### src/rtl/i2c_seq_pkg.sv
package i2c_seq_pkg;

  typedef enum logic [2:0] {
    SQ_DONE  = 3'd0,
    SQ_START = 3'd1,
    SQ_WRITE = 3'd2,
    SQ_READ  = 3'd3,
    SQ_ERROR = 3'd4
  } seq_state_t;

  typedef enum logic [2:0] {
    OP_START  = 3'd0,
    OP_WRITE  = 3'd1,
    OP_RDACK  = 3'd2,
    OP_RDNACK = 3'd3,
    OP_STOP   = 3'd4,
    OP_IACK   = 3'd5
  } bus_op_t;

  // address byte: target in the upper seven bits, direction in bit 0
  function automatic logic [7:0] addr_byte(input logic [6:0] a, input logic rd);
    return {a, rd};
  endfunction

  // true when the byte at position p is the final one of a message of length l
  function automatic logic is_final(input logic [15:0] p, input logic [15:0] l);
    return (p + 16'd1) == l;
  endfunction

endpackage

### src/rtl/i2c_seq_ctl.sv
module i2c_seq_ctl
  import i2c_seq_pkg::*;
#(
  parameter int IDX_W = 4,
  parameter int LEN_W = 8
) (
  input  logic             clk,
  input  logic             rst_n,
  input  logic             start_req,
  input  logic [IDX_W-1:0] start_cnt,
  input  logic [6:0]       d_addr,
  input  logic             d_rd,
  input  logic             d_nostart,
  input  logic [LEN_W-1:0] d_len,
  input  logic [7:0]       wr_data,
  input  logic             evt_done,
  input  logic             evt_nack,
  input  logic             evt_arblost,
  output logic [IDX_W-1:0] idx_o,
  output logic             stop_wait,
  output logic             iss_valid,
  output bus_op_t          iss_op,
  output logic [7:0]       iss_byte,
  output logic             iss_pop,
  output logic             rd_cap,
  output logic             fin_ok,
  output logic             fin_err
);

  seq_state_t       st, st_n;
  logic             stop_pend, stop_pend_n;
  logic             adv, adv_n;
  logic [IDX_W-1:0] idx, idx_n;
  logic [IDX_W-1:0] nmsg, nmsg_n;
  logic [LEN_W-1:0] pos, pos_n;

  logic             go;
  seq_state_t       gs;
  logic [LEN_W-1:0] gp;

  // named events for the assertions
  logic idle, active, busy_evt;
  assign idle     = ((st == SQ_DONE) || (st == SQ_ERROR)) && !stop_pend;
  assign active   = ((st == SQ_START) || (st == SQ_WRITE) || (st == SQ_READ))
                    && !stop_pend && !adv;
  assign busy_evt = active && evt_done;

  assign idx_o     = idx;
  assign stop_wait = stop_pend;

  always_comb begin
    st_n        = st;
    stop_pend_n = stop_pend;
    adv_n       = adv;
    idx_n       = idx;
    nmsg_n      = nmsg;
    pos_n       = pos;
    iss_valid   = 1'b0;
    iss_op      = OP_STOP;
    iss_byte    = 8'h00;
    iss_pop     = 1'b0;
    rd_cap      = 1'b0;
    fin_ok      = 1'b0;
    fin_err     = 1'b0;
    go          = 1'b0;
    gs          = SQ_WRITE;
    gp          = '0;

    if (idle) begin
      if (start_req && (start_cnt != '0)) begin
        nmsg_n    = start_cnt;
        pos_n     = '0;
        st_n      = SQ_START;
        iss_valid = 1'b1;
        iss_op    = OP_START;
        iss_byte  = addr_byte(d_addr, d_rd);
      end
    end else if (stop_pend) begin
      if (evt_done) begin
        stop_pend_n = 1'b0;
        iss_valid   = 1'b1;
        iss_op      = OP_IACK;
        fin_ok      = (st == SQ_DONE);
        fin_err     = (st == SQ_ERROR);
        idx_n       = '0;
      end
    end else if (adv) begin
      adv_n = 1'b0;
      if (idx == nmsg) begin
        st_n        = SQ_DONE;
        stop_pend_n = 1'b1;
        iss_valid   = 1'b1;
        iss_op      = OP_STOP;
      end else if (!d_nostart) begin
        st_n      = SQ_START;
        iss_valid = 1'b1;
        iss_op    = OP_START;
        iss_byte  = addr_byte(d_addr, d_rd);
      end else begin
        st_n  = d_rd ? SQ_READ : SQ_WRITE;
        pos_n = '0;
        if (d_len == '0) begin
          idx_n = idx + 1'b1;
          adv_n = 1'b1;
        end else begin
          go = 1'b1;
          gs = d_rd ? SQ_READ : SQ_WRITE;
          gp = '0;
        end
      end
    end else if (busy_evt) begin
      if (evt_arblost || (evt_nack && (st != SQ_READ))) begin
        st_n        = SQ_ERROR;
        stop_pend_n = 1'b1;
        iss_valid   = 1'b1;
        iss_op      = OP_STOP;
      end else begin
        gs = (st == SQ_READ) ? SQ_READ : (d_rd ? SQ_READ : SQ_WRITE);
        gp = pos;
        if (st == SQ_READ) begin
          rd_cap = 1'b1;
          gp     = pos + 1'b1;
        end
        st_n  = gs;
        pos_n = gp;
        if (gp == d_len) begin
          idx_n = idx + 1'b1;
          pos_n = '0;
          adv_n = 1'b1;
        end else begin
          go = 1'b1;
        end
      end
    end

    if (go) begin
      iss_valid = 1'b1;
      if (gs == SQ_READ) begin
        iss_op = is_final(16'(gp), 16'(d_len)) ? OP_RDNACK : OP_RDACK;
      end else begin
        iss_op   = OP_WRITE;
        iss_byte = wr_data;
        iss_pop  = 1'b1;
        pos_n    = gp + 1'b1;
      end
    end
  end

  always_ff @(posedge clk or negedge rst_n) begin
    if (!rst_n) begin
      st        <= SQ_DONE;
      stop_pend <= 1'b0;
      adv       <= 1'b0;
      idx       <= '0;
      nmsg      <= '0;
      pos       <= '0;
    end else begin
      st        <= st_n;
      stop_pend <= stop_pend_n;
      adv       <= adv_n;
      idx       <= idx_n;
      nmsg      <= nmsg_n;
      pos       <= pos_n;
    end
  end

  // with no start request an idle sequencer stays idle
  p_idle_hold_r11: assert property (@(posedge clk) disable iff (!rst_n)
    (idle && !start_req) |=> idle);

  // arbitration loss during a transfer ends in the error state awaiting STOP
  p_arb_to_error_r7: assert property (@(posedge clk) disable iff (!rst_n)
    (busy_evt && evt_arblost) |=> (st == SQ_ERROR) && stop_pend);

  // refused address or write byte ends in the error state awaiting STOP
  p_nack_to_error_r6: assert property (@(posedge clk) disable iff (!rst_n)
    (busy_evt && evt_nack && (st != SQ_READ)) |=> (st == SQ_ERROR) && stop_pend);

endmodule

### src/rtl/i2c_seq_cmdreg.sv
module i2c_seq_cmdreg
  import i2c_seq_pkg::*;
(
  input  logic       clk,
  input  logic       rst_n,
  input  logic       iss_valid,
  input  bus_op_t    iss_op,
  input  logic [7:0] iss_byte,
  input  logic       iss_pop,
  output logic       cmd_valid,
  output bus_op_t    cmd_op,
  output logic [7:0] cmd_byte,
  output logic       wr_pop
);

  always_ff @(posedge clk or negedge rst_n) begin
    if (!rst_n) begin
      cmd_valid <= 1'b0;
      cmd_op    <= OP_STOP;
      cmd_byte  <= 8'h00;
      wr_pop    <= 1'b0;
    end else begin
      cmd_valid <= iss_valid;
      wr_pop    <= iss_pop;
      if (iss_valid) begin
        cmd_op   <= iss_op;
        cmd_byte <= iss_byte;
      end
    end
  end

  // a write-stream pop only accompanies a WRITE command
  p_pop_is_write_r4: assert property (@(posedge clk) disable iff (!rst_n)
    wr_pop |-> (cmd_valid && (cmd_op == OP_WRITE)));

endmodule

### src/rtl/i2c_seq_report.sv
module i2c_seq_report #(
  parameter int IDX_W = 4
) (
  input  logic             clk,
  input  logic             rst_n,
  input  logic             rd_cap,
  input  logic [7:0]       evt_rx,
  input  logic             fin_ok,
  input  logic             fin_err,
  input  logic [IDX_W-1:0] fin_cnt,
  output logic             rd_valid,
  output logic [7:0]       rd_data,
  output logic             xfer_done,
  output logic             xfer_err,
  output logic [IDX_W-1:0] msgs_done
);

  always_ff @(posedge clk or negedge rst_n) begin
    if (!rst_n) begin
      rd_valid  <= 1'b0;
      rd_data   <= 8'h00;
      xfer_done <= 1'b0;
      xfer_err  <= 1'b0;
      msgs_done <= '0;
    end else begin
      rd_valid  <= rd_cap;
      xfer_done <= fin_ok;
      xfer_err  <= fin_err;
      if (rd_cap) rd_data <= evt_rx;
      if (fin_ok || fin_err) msgs_done <= fin_cnt;
    end
  end

  // success and failure are never reported together, and each is one clock
  p_fin_excl_r10: assert property (@(posedge clk) disable iff (!rst_n)
    !(xfer_done && xfer_err));
  p_fin_single_r10: assert property (@(posedge clk) disable iff (!rst_n)
    (xfer_done || xfer_err) |=> !(xfer_done || xfer_err));

endmodule

### src/rtl/i2c_xact_seq.sv
module i2c_xact_seq
  import i2c_seq_pkg::*;
#(
  parameter int MAX_MSGS = 8,
  parameter int LEN_W    = 8,
  localparam int IDX_W   = $clog2(MAX_MSGS + 1)
) (
  input  logic             clk,
  input  logic             rst_n,
  input  logic             start_req,
  input  logic [IDX_W-1:0] start_cnt,
  output logic [IDX_W-1:0] msg_idx,
  input  logic [6:0]       msg_addr,
  input  logic             msg_rd,
  input  logic             msg_nostart,
  input  logic [LEN_W-1:0] msg_len,
  input  logic [7:0]       wr_data,
  output logic             wr_pop,
  output logic [7:0]       rd_data,
  output logic             rd_valid,
  output logic             cmd_valid,
  output logic [2:0]       cmd_op,
  output logic [7:0]       cmd_byte,
  input  logic             evt_done,
  input  logic             evt_nack,
  input  logic             evt_arblost,
  input  logic [7:0]       evt_rx,
  output logic             xfer_done,
  output logic             xfer_err,
  output logic [IDX_W-1:0] msgs_done
);

  logic             iss_valid, iss_pop, rd_cap, fin_ok, fin_err, stop_wait;
  bus_op_t          iss_op, cmd_op_e;
  logic [7:0]       iss_byte;
  logic [IDX_W-1:0] idx;

  i2c_seq_ctl #(.IDX_W(IDX_W), .LEN_W(LEN_W)) u_ctl (
    .clk, .rst_n, .start_req, .start_cnt,
    .d_addr(msg_addr), .d_rd(msg_rd), .d_nostart(msg_nostart), .d_len(msg_len),
    .wr_data, .evt_done, .evt_nack, .evt_arblost,
    .idx_o(idx), .stop_wait,
    .iss_valid, .iss_op, .iss_byte, .iss_pop,
    .rd_cap, .fin_ok, .fin_err
  );

  i2c_seq_cmdreg u_cmd (
    .clk, .rst_n, .iss_valid, .iss_op, .iss_byte, .iss_pop,
    .cmd_valid, .cmd_op(cmd_op_e), .cmd_byte, .wr_pop
  );

  i2c_seq_report #(.IDX_W(IDX_W)) u_rpt (
    .clk, .rst_n, .rd_cap, .evt_rx, .fin_ok, .fin_err, .fin_cnt(idx),
    .rd_valid, .rd_data, .xfer_done, .xfer_err, .msgs_done
  );

  assign msg_idx = idx;
  assign cmd_op  = cmd_op_e;

  // the event closing a STOP brings IACK together with the final report
  p_iack_after_stop_r10: assert property (@(posedge clk) disable iff (!rst_n)
    (stop_wait && evt_done) |=> (cmd_valid && (cmd_op_e == OP_IACK)
                                 && (xfer_done || xfer_err)));

endmodule

### config.mk
export PLATFORM = sky130hd
export DESIGN_NAME = i2c_xact_seq
export DESIGN_NICKNAME = d
export VERILOG_FILES = /design/src/rtl/i2c_seq_pkg.sv /design/src/rtl/i2c_seq_ctl.sv /design/src/rtl/i2c_seq_cmdreg.sv /design/src/rtl/i2c_seq_report.sv /design/src/rtl/i2c_xact_seq.sv
export SDC_FILE = /design/constraint.sdc
export NUM_CORES = 1
export LEC_CHECK = 0
export BUFFER_PORTS_ARGS = -buffer_cell sky130_fd_sc_hd__buf_2
export CAP_MARGIN = 20
export CORE_UTILIZATION = 51
export CTS_BUF_LIST = sky130_fd_sc_hd__clkbuf_4 sky130_fd_sc_hd__clkbuf_8
export DETAILED_ROUTE_END_ITERATION = 10
export GPL_ROUTABILITY_DRIVEN = 0
export GPL_TIMING_DRIVEN = 0
export PLACE_DENSITY = 0.79
export REMOVE_ABC_BUFFERS = 1
export SYNTH_ARGS = -nofsm -noshare
export SYNTH_HDL_FRONTEND = slang
export SYNTH_HIERARCHICAL = 1
export SYNTH_SLANG_ARGS = --single-unit
### constraint.sdc
create_clock -name clk -period 3.2 [get_ports clk]
set_clock_uncertainty 0.05 [all_clocks]
set_input_delay 0.8 -clock clk [delete_from_list [all_inputs] [get_ports clk]]
set_output_delay 0.8 -clock clk [all_outputs]
set_load 0.02 [all_outputs]
* Yosys cells after proc, flatten, opt, wreduce, memory -nomap -nowiden
Index checks and enable logic that the tools add are counted.
Cells by class: muxes and demuxes 111, $add $sub $neg 4, eq/ne operators 16, reduce and logical (&&, ||, !) cells 23, bitwise operators 2
Operators with widths (number):
- two-way mux 8 bit | 30
- two-way mux 3 bit | 25
- two-way mux 1 bit | 47
- two-way mux 4 bit | 9
- adder 8 x 1 -> 8 bit (second input constant) | 2
- == test 16 x 8 -> 1 bit | 1
- inequality test 3 x 2 -> 1 bit (second input constant) | 4
- adder 8 x 1 -> 9 bit (second input constant) | 1
- == test 3 x 2 -> 1 bit (second input constant) | 3
- nonzero test 3 bit | 3
- == test 8 bit | 1
- zero test 8 bit | 1
- AND reduction 8 bit | 1
- logical AND 1 bit | 6
- inequality test 2 bit (second input constant) | 3
- logical OR 1 bit | 5
- adder 4 x 1 -> 4 bit (second input constant) | 1
- == test 4 bit | 1
- AND reduction 2 bit | 2
- nonzero test 4 bit | 1
- == test 3 x 1 -> 1 bit (second input constant) | 1
- == test 3 bit (second input constant) | 1
- zero test 3 bit | 1
- inequality test 3 x 1 -> 1 bit (second input constant) | 1
- 3 further kinds | 5
Storage, ports and cells: register bits 49, logic and storage cells 171

* Depth between registers and ports, before layout
Gate-level depths: netlist of the first run.
word-level depth 20, mapped depth 14

* Cells and area by module
Netlist of the first run, hierarchy kept.
Modules (own cells, without submodules):
- i2c_seq_ctl | sequential area each 525.5 um^2, area an instance 2198.4 um^2, times used 1, cells an instance 274
- i2c_seq_report | sequential area each 375.4 um^2, area an instance 578.1 um^2, times used 1, cells an instance 29
- i2c_seq_cmdreg | sequential area each 326.6 um^2, area an instance 499.2 um^2, times used 1, cells an instance 25

* Worst setup path before layout of the first run
No wires, ideal clock.
kind input port to flip-flop, start input port evt_done, end register u_cmd.cmd_op[0], arrival time 3.377 ns, setup slack -0.352 ns, setup time 0.125 ns, stages 12, data required time 3.025 ns, path buffers 1, path through or3b_2 a2111o_1 nor2_1 ha_1 o211a_1 and3_1 clkbuf_1 mux2i_1 mux2_2 nand4b_1 o22ai_1 mux2_4
On the way: cells in the longest elaborated chain, start to end 10
RTL lines:
- start: declaration | RTL line i2c_xact_seq.sv:24 | input logic evt_done,
- logical AND 1 bit | RTL line i2c_seq_ctl.sv:46 | assign busy_evt = active && evt_done;
- two-way mux 8 bit | RTL line i2c_seq_ctl.sv:111 | end else if (busy_evt) begin
- two-way mux 8 bit | RTL line i2c_seq_ctl.sv:87 | end else if (adv) begin
- two-way mux 8 bit | RTL line i2c_seq_ctl.sv:78 | end else if (stop_pend) begin
- two-way mux 8 bit | RTL line i2c_seq_ctl.sv:69 | if (idle) begin
- adder 8 x 1 -> 9 bit | RTL line i2c_seq_pkg.sv:27 | return (p + 16'd1) == l;
- == test 16 x 8 -> 1 bit | RTL line i2c_seq_pkg.sv:27
- two-way mux 1 bit | RTL line i2c_seq_ctl.sv:139 | iss_op = is_final(16'(gp), 16'(d_len)) ? OP_RDNACK : OP_RDACK;
- two-way mux 3 bit | RTL line i2c_seq_ctl.sv:138 | if (gs == SQ_READ) begin
- two-way mux 3 bit (*) | RTL line i2c_seq_ctl.sv:136 | if (go) begin
- net iss_op[0] | RTL line i2c_xact_seq.sv:34 | bus_op_t iss_op, cmd_op_e;
- end signal: assignment | RTL line i2c_seq_cmdreg.sv:26 | cmd_op <= iss_op;
- end: declaration | RTL line i2c_seq_cmdreg.sv:11 | output bus_op_t cmd_op,
The timed path passes the listed nets; every way through them passes the cells marked *. A chain may end at the register's enable or synchronous reset.

* Worst setup path after layout of the first run
Ends and elaborated chain as after synthesis.

==> run_results.csv, run 1 <==
group,metric,value,unit
status,outcome,"finished with violations",
status,violations,"negative setup slack",
sta,hold_viol,0,
setup_path,critPathRequiredTime,3350,ps
placed_design,portBuffers,74,
global_routing,grt_pass1_wl,13300,um
drt,totalWireLength,9270,um
logic_synthesis,synth_top_area_share,36.7,%
layout,fin_util,69.4,%
clock_network,clk-insertion-delay-late,310,ps
sta,hold-worst-slack,385,ps
sta,fmax,307,MHz
clock_network,cts.clk_slew.worst_paths,90,ps
clock_network,cts_buffers,5,
drt,viasPerCell,6.23,
global_routing,grt_antenna_before_repair,0,
power,clkPwrFrac,16.2,%
power,cellPowerDensity,693,mW/mm^2
drt,ant_nets,0,
die,rows,28,
drt,wire_per_inst,18.3,um
setup_path,endpoint_kind,"flip-flop",
sta,relSlewSlack,22.6,%
setup_path,arrival,3410,ps
power,p_int,1710,uW
global_routing,grt_start_max_net_pins,50,
power,combPwrFrac,49.6,%
setup_path,critPathMaxFanout,4,
sta,min_period,3260,ps
die,fp.dieH,82.1,um
sta,worst-slew-pin-transition,1160,ps
logic_synthesis,ys_ff_latch,49,
clock_network,hold_buffers,0,
power,irDropWorstVdd,0.562,mV
logic_synthesis,ys.warnings.count,6,
logic_synthesis,ys_async_sr_fraction,100,%
power,sw_frac_of_total,41.4,%
sta,finalSetupViolations,1,
die,io_pins,75,
setup_path,path_class,"in2reg",
layout,drive_gt1_share,43.1,%
power,p_total,2920,uW
logic_synthesis,synth-seq-area-share,37.5,%
logic_synthesis,synthMostInstantiatedCell,"dfrtp_1",
run,maxCapViolations,0,
layout,num_antenna_cells,0,
sta,timing.final.crit_share,102,%
drt,drtPass1Iterations,6,
layout,n_fill_cell,432,
sta,rsz0062_at_grt,"yes",
die,die_area,0.00675,sq mm
power,seq_power_share,34.2,%
logic_synthesis,synth_area,0.00328,sq mm
clock_network,cts-root-buf,"clkbuf_8",
drt,route.detailed.drc,0,
drt,drt_iter0_drc,262,
logic_synthesis,ys.flop_type,"dfrtp_1",
power,p_leak,0.00199,uW
clock_network,cts_tree,"done",
logic_synthesis,synth-edff-count,0,
global_routing,track_usage,26.2,%
clock_network,cts.htree.levels,2,
die,die_x,82.1,um
logic_synthesis,avgSynthCellArea,9.99,sq um
logic_synthesis,yosys.area.top_type,"dfrtp_1",
clock_network,cts_sinks,49,
clock_network,cts.path.max_buffers,2,
layout,final_area,0.00421,sq mm
sta,report.final.slew_viol_count,0,
logic_synthesis,yosys-top-cells-area,"dfrtp_1, mux2_4, xnor2_1",
sta,fin_ws,-58.0,ps
placed_design,dpl.hpwl,6140,um
worst_hold_path,hp-class,"in2async",
layout,nets,477,
layout,synthToLayoutAreaGrowth,28.4,%
logic_synthesis,syn_inst,328,
die,start_util,54.0,%
drt,vias,3160,
global_routing,grt_pass1_vias,2699,
global_routing,grt_overflow,0,
die,coreArea,0.00606,sq mm
logic_synthesis,synth_commonest_cells,"dfrtp_1, nand2_1, nor2_1",
placed_design,postPlaceCellArea,0.00368,sq mm
setup_path,start_kind,"primary input",
power,switchingPower,1210,uW
logic_synthesis,synth.distinct_cells,70,
[cell usage in the layout, fill, tap and decap left out, types with 4 or more instances in the layout]
master and instances:
a211oi_1 4, a21o_1 4, a21oi_1 14, a22o_1 9, a32oi_1 4, buf_2 74
buf_4 33, clkbuf_8 6, dfrtp_1 40, dfrtp_2 8, inv_1 11, mux2_4 23
nand2_1 31, nand2b_1 5, nand3_1 7, nor2_1 21, o211ai_1 4, o21ai_0 12
or3_1 4, xnor2_1 15, xor2_1 9
[registers in the layout, indices dropped and copies added, names as in the netlist, 3 cells and up]
register / flops
u_rpt/rd_data: 8
u_ctl/pos: 8
u_rpt/msgs_done: 4
u_ctl/idx_o: 4
u_ctl/st: 3
u_cmd/cmd_op: 3
u_cmd/cmd_byte: 8
u_ctl/nmsg: 4
[worst paths after layout]
path / slack [ps] / end / from / cells after the start
worst max-delay path: -60 / u_cmd/cmd_op[0]$_DFFE_PN0P_ / evt_done / 12
worst min-delay path: 390 / u_rpt/rd_data[0]$_DFFE_PN0P_ / rst_n / 1
worst max register to register: 0 / u_cmd/cmd_op[0]$_DFFE_PN0P_ / u_ctl/adv$_DFFE_PN0P_ / 11
worst min register to register: 460 / u_cmd/cmd_byte[5]$_DFFE_PN0P_ / u_cmd/cmd_byte[5]$_DFFE_PN0P_ / 1
max in group asynchronous: 2120 / u_cmd/cmd_op[2]$_DFFE_PN1P_ / rst_n / 2
min in group clk: 460 / u_cmd/cmd_byte[5]$_DFFE_PN0P_ / u_cmd/cmd_byte[5]$_DFFE_PN0P_ / 1
[cell type report]
| cell class | instances | area [sq um] | area share (%) |
|---|---|---|---|
| Clock inverter | 2 | 37.5 | 0.892 |
| Clock buffer | 6 | 82.6 | 1.96 |
| Sequential cell | 49 | 1240 | 29.4 |
| Inverter | 12 | 47.5 | 1.13 |
| Timing Repair Buffer | 111 | 676 | 16.1 |
| Tap cell | 75 | 93.8 | 2.23 |
| Multi-Input combinational cell | 252 | 2030 | 48.3 |
[kinds of logic (layout without fill, tap and decap cells)]
logic type / after synthesis / in the layout / share of synthesized area (%)
buf+inv: 27 / 131 / 4.28
flops: 49 / 49 / 37.5
fa+ha+maj: 3 / 3 / 1.15
mux: 26 / 26 / 11.4
compound gates: 91 / 91 / 21.5
simple gates: 104 / 104 / 16.5
xor+xnor: 28 / 28 / 7.72
[metrics by stage]
step / setup TNS (ps) / cells / worst slack, ps
after floorplan: -8550 / 313 / -702
after CTS: -31.8 / 486 / -31.8
after detailed placement: -10610 / 465 / -794
after global placement: -23830 / 462 / -1360
after global routing: -340 / 507 / -91.5
final: -58.0 / 507 / -58.0
[routing by layer]
layer	track usage, %	up-vias	wire length (um)
li1	-	1418	-
met1	33.5	1492	3740
met2	45.9	225	4460
met3	3.74	25	864
met4	7.54	0	204
met5	0	-	0
[what timing repair did]
action                     in CTS  in global routing
setup endpoints to repair      28                 11
cloned                          0                  0
gates resized for setup        12                 25
pin swaps                       2                  8
buffers inserted               13                 20
[critical path, cell delays in order]
cell and delay, ps:
buf_8 70, or3b_4 370, a2111o_1 480, a21oi_2 180
ha_2 250, o211a_1 170, and3_4 240, mux2i_1 80
mux2_4 280, nand4b_1 140, o22ai_2 80, mux2_4 260
[power by group through the flow]
stage | sequential (uW) | clock (uW) | combinational [uW]
3_3_place_gp | 986 | 0 | 1220
6_report | 997 | 472 | 1450
5_1_grt | 1020 | 506 | 1550
3_5_place_dp | 1000 | 0 | 1270
4_1_cts | 982 | 477 | 1360
2_1_floorplan | 1080 | 0 | 804
Power figures use the tool's default switching activity.
==> run 2: changes to the inputs <==
--- a/config.mk
+++ b/config.mk
@@ -14,3 +14,3 @@
 export GPL_TIMING_DRIVEN = 0
-export PLACE_DENSITY = 0.79
+export PLACE_DENSITY = 0.9
 export REMOVE_ABC_BUFFERS = 1
--- a/constraint.sdc
+++ b/constraint.sdc
@@ -4,2 +4,2 @@
 set_output_delay 0.8 -clock clk [all_outputs]
-set_load 0.02 [all_outputs]
+set_load 0.1 [all_outputs]
==> run 2 against run 1 <==
  * Sequential share of layout area grew 0.57 points
  * Sequential power is essentially flat
  * Critical path depth is the same
  * Die area is the same
  * Cell count shrank 1.8%
  * Total power grew 25%
  * Utilization shrank 1.3 points
  * Design area shrank 1.8%
  * The flow still finishes with violations (negative setup slack)
  * Register-to-register slack lost 40 ps
  * Largest power group unchanged
==> run_results.csv, run 2 (synthesis gave the netlist of run 1 again) <==
group,metric,value,unit
die,io_pins,75,
setup_path,endpoint_kind,"flip-flop",
die,die_area,0.00675,sq mm
layout,final_cells,498,
die,die_x,82.1,um
sta,hold_viol,0,
sta,fin_ws,-64.1,ps
power,p_total,3630,uW
placed_design,dpl.hpwl,6110,um
drt,vias,3287,
power,p_leak,0.00193,uW
worst_hold_path,hp-class,"in2async",
setup_path,critPathSlowestCell,"a2111o_2",
die,fp.dieH,82.1,um
drt,totalWireLength,10000,um
status,outcome,"finished with violations",
layout,final_cell_mix,"buf_2, dfrtp_1, nand2_1",
layout,synthToLayoutAreaGrowth,26.1,%
clock_network,cts.clk_slew.worst_paths,90,ps
power,seq_power_share,27.6,%
sta,report.final.slew_viol_count,0,
layout,drive_gt1_share,41.4,%
drt,drtPass1Iterations,6,
setup_path,worstPathCellList,"buf_2 > or3b_4 > a2111o_2 > a21oi_4 > ha_2 > o211a_1 > and3_2 > mux2i_1 > mux2_2 > nand4b_1 > o22ai_2 > mux2_4",
setup_path,start_kind,"primary input",
sta,min_period,3260,ps
setup_path,critPathTopFamily,"compound AO/OA/AOI/OAI gates",
setup_path,reg2reg_setup_slack,-40,ps
drt,wire_per_inst,20.1,um
die,rows,28,
die,coreArea,0.00606,sq mm
sta,rsz0062_at_grt,"yes",
drt,viasPerCell,6.60,
setup_path,critPathRequiredTime,3340,ps
sta,finalSetupViolations,10,
layout,nets,468,
power,cellPowerDensity,880,mW/mm^2
die,start_util,54.0,%
global_routing,grt_antenna_before_repair,0,
clock_network,cts.path.max_buffers,2,
power,irDropWorstVdd,0.892,mV
global_routing,track_usage,27.4,%
sta,worst-slew-pin-transition,1260,ps
placed_design,portBuffers,74,
drt,route.detailed.drc,0,
setup_path,r2r_cells,10,
placed_design,dp.cells,465,
setup_path,arrival,3400,ps
clock_network,cts.htree.levels,2,
clock_network,cts_buffers,5,
setup_path,path_class,"in2reg",
layout,num_antenna_cells,0,
layout,final_common_cell,"buf_2",
setup_path,regToRegEndpoint,"u_cmd/cmd_byte[6]$_DFFE_PN0P_",
layout,fin_util,68.1,%
power,switchingPower,1860,uW
sta,relSlewSlack,16.0,%
clock_network,cts-root-buf,"clkbuf_8",
power,p_int,1780,uW
drt,ant_nets,0,
global_routing,grt_overflow,0,
setup_path,crit_buf_inv,1,
status,violations,"negative setup slack",
clock_network,cts_tree,"done",
clock_network,cts_sinks,49,
global_routing,grt_start_max_net_pins,50,
drt,drt_iter0_drc,440,
global_routing,grt_pass1_wl,13900,um
power,sw_frac_of_total,51.1,%
layout,reg.largest.list,"u_cmd/cmd_byte (8), u_ctl/pos (8), u_rpt/rd_data (8)",
clock_network,hold_buffers,0,
power,clkPwrFrac,14.6,%
clock_network,clk-insertion-delay-late,300,ps
sta,timing.final.crit_share,102,%
run,maxCapViolations,0,
setup_path,r2r_start,"u_ctl/st[2]$_DFFE_PN0P_",
global_routing,grt_pass1_vias,2959,
sta,hold-worst-slack,349,ps
setup_path,critPathMaxFanout,4,
power,combPwrFrac,57.8,%
setup_path,slowest_delay,430,ps
sta,fmax,306,MHz
sta,tns,-284,ps
## run 2: power by group through the flow
stage	Combinational [uW]	Clock (uW)	Sequential, uW
after CTS	1920	538	979
after detailed placement	1860	0	998
after global routing	2170	555	1030
final	2100	529	1000
after floorplan	808	0	1660
after global placement	1810	0	984
## run 2: layout make-up
cell class / count / area, sq um
multi-input combinational: 252 / 2020
sequential: 49 / 1240
clock buffer: 5 / 68.8
inverter: 12 / 47.5
tap: 75 / 93.8
fill: 410 / 1930
timing repair buffer: 102 / 591
clock inverter: 3 / 68.8
## run 2: how the worst max path moves through the flow
| stage | to | startpoint | depth (start not counted) |
|---|---|---|---|
| 6_report | u_cmd/cmd_op[0]$_DFFE_PN0P_ | evt_done | 12 |
| 5_1_grt | u_cmd/cmd_op[0]$_DFFE_PN0P_ | evt_done | 13 |
| 4_1_cts | u_ctl/pos[0]$_DFF_PN0_ | u_ctl/st[0]$_DFFE_PN0P_ | 6 |
| 3_5_place_dp | u_cmd/cmd_op[0]$_DFFE_PN0P_ | evt_done | 12 |
| 3_3_place_gp | u_ctl/pos[0]$_DFF_PN0_ | evt_done | 9 |
| 2_1_floorplan | u_rpt/rd_data[0]$_DFFE_PN0P_ | evt_done | 7 |
## run 2: worst reg2reg max path: stages (launching register included)
cell      delay (ps)
dfrtp_2          460
nand3b_4         210
or4_4            630
xnor2_4          240
o2111a_2         330
buf_4            150
a31oi_4          150
o21ai_4          250
inv_4            130
a22o_1           270
mux2_4           260
## run 2: through the flow
stage | setup slack [ps] | area, sq um
finish | -64.1 | 4130
global placement | -1300 | 3650
CTS | -40.5 | 3950
detailed placement | -757 | 3670
floorplan | -703 | 3180
global route | -146 | 4130
## run 2: repair_timing
| item | in CTS | in global routing |
|---|---|---|
| pin swaps | 4 | 8 |
| buffers inserted | 12 | 12 |
| endpoints found under the setup margin | 28 | 26 |
| gates resized for setup | 13 | 17 |
## run 2: layer usage
layer | vias to the layer above | GRT usage [%] | routed length, um
met3 | 73 | 4.84 | 1090
met1 | 1512 | 33.6 | 3730
met5 | - | 0 | 0
met2 | 298 | 46.0 | 4680
li1 | 1404 | - | -
met4 | 0 | 14.4 | 497
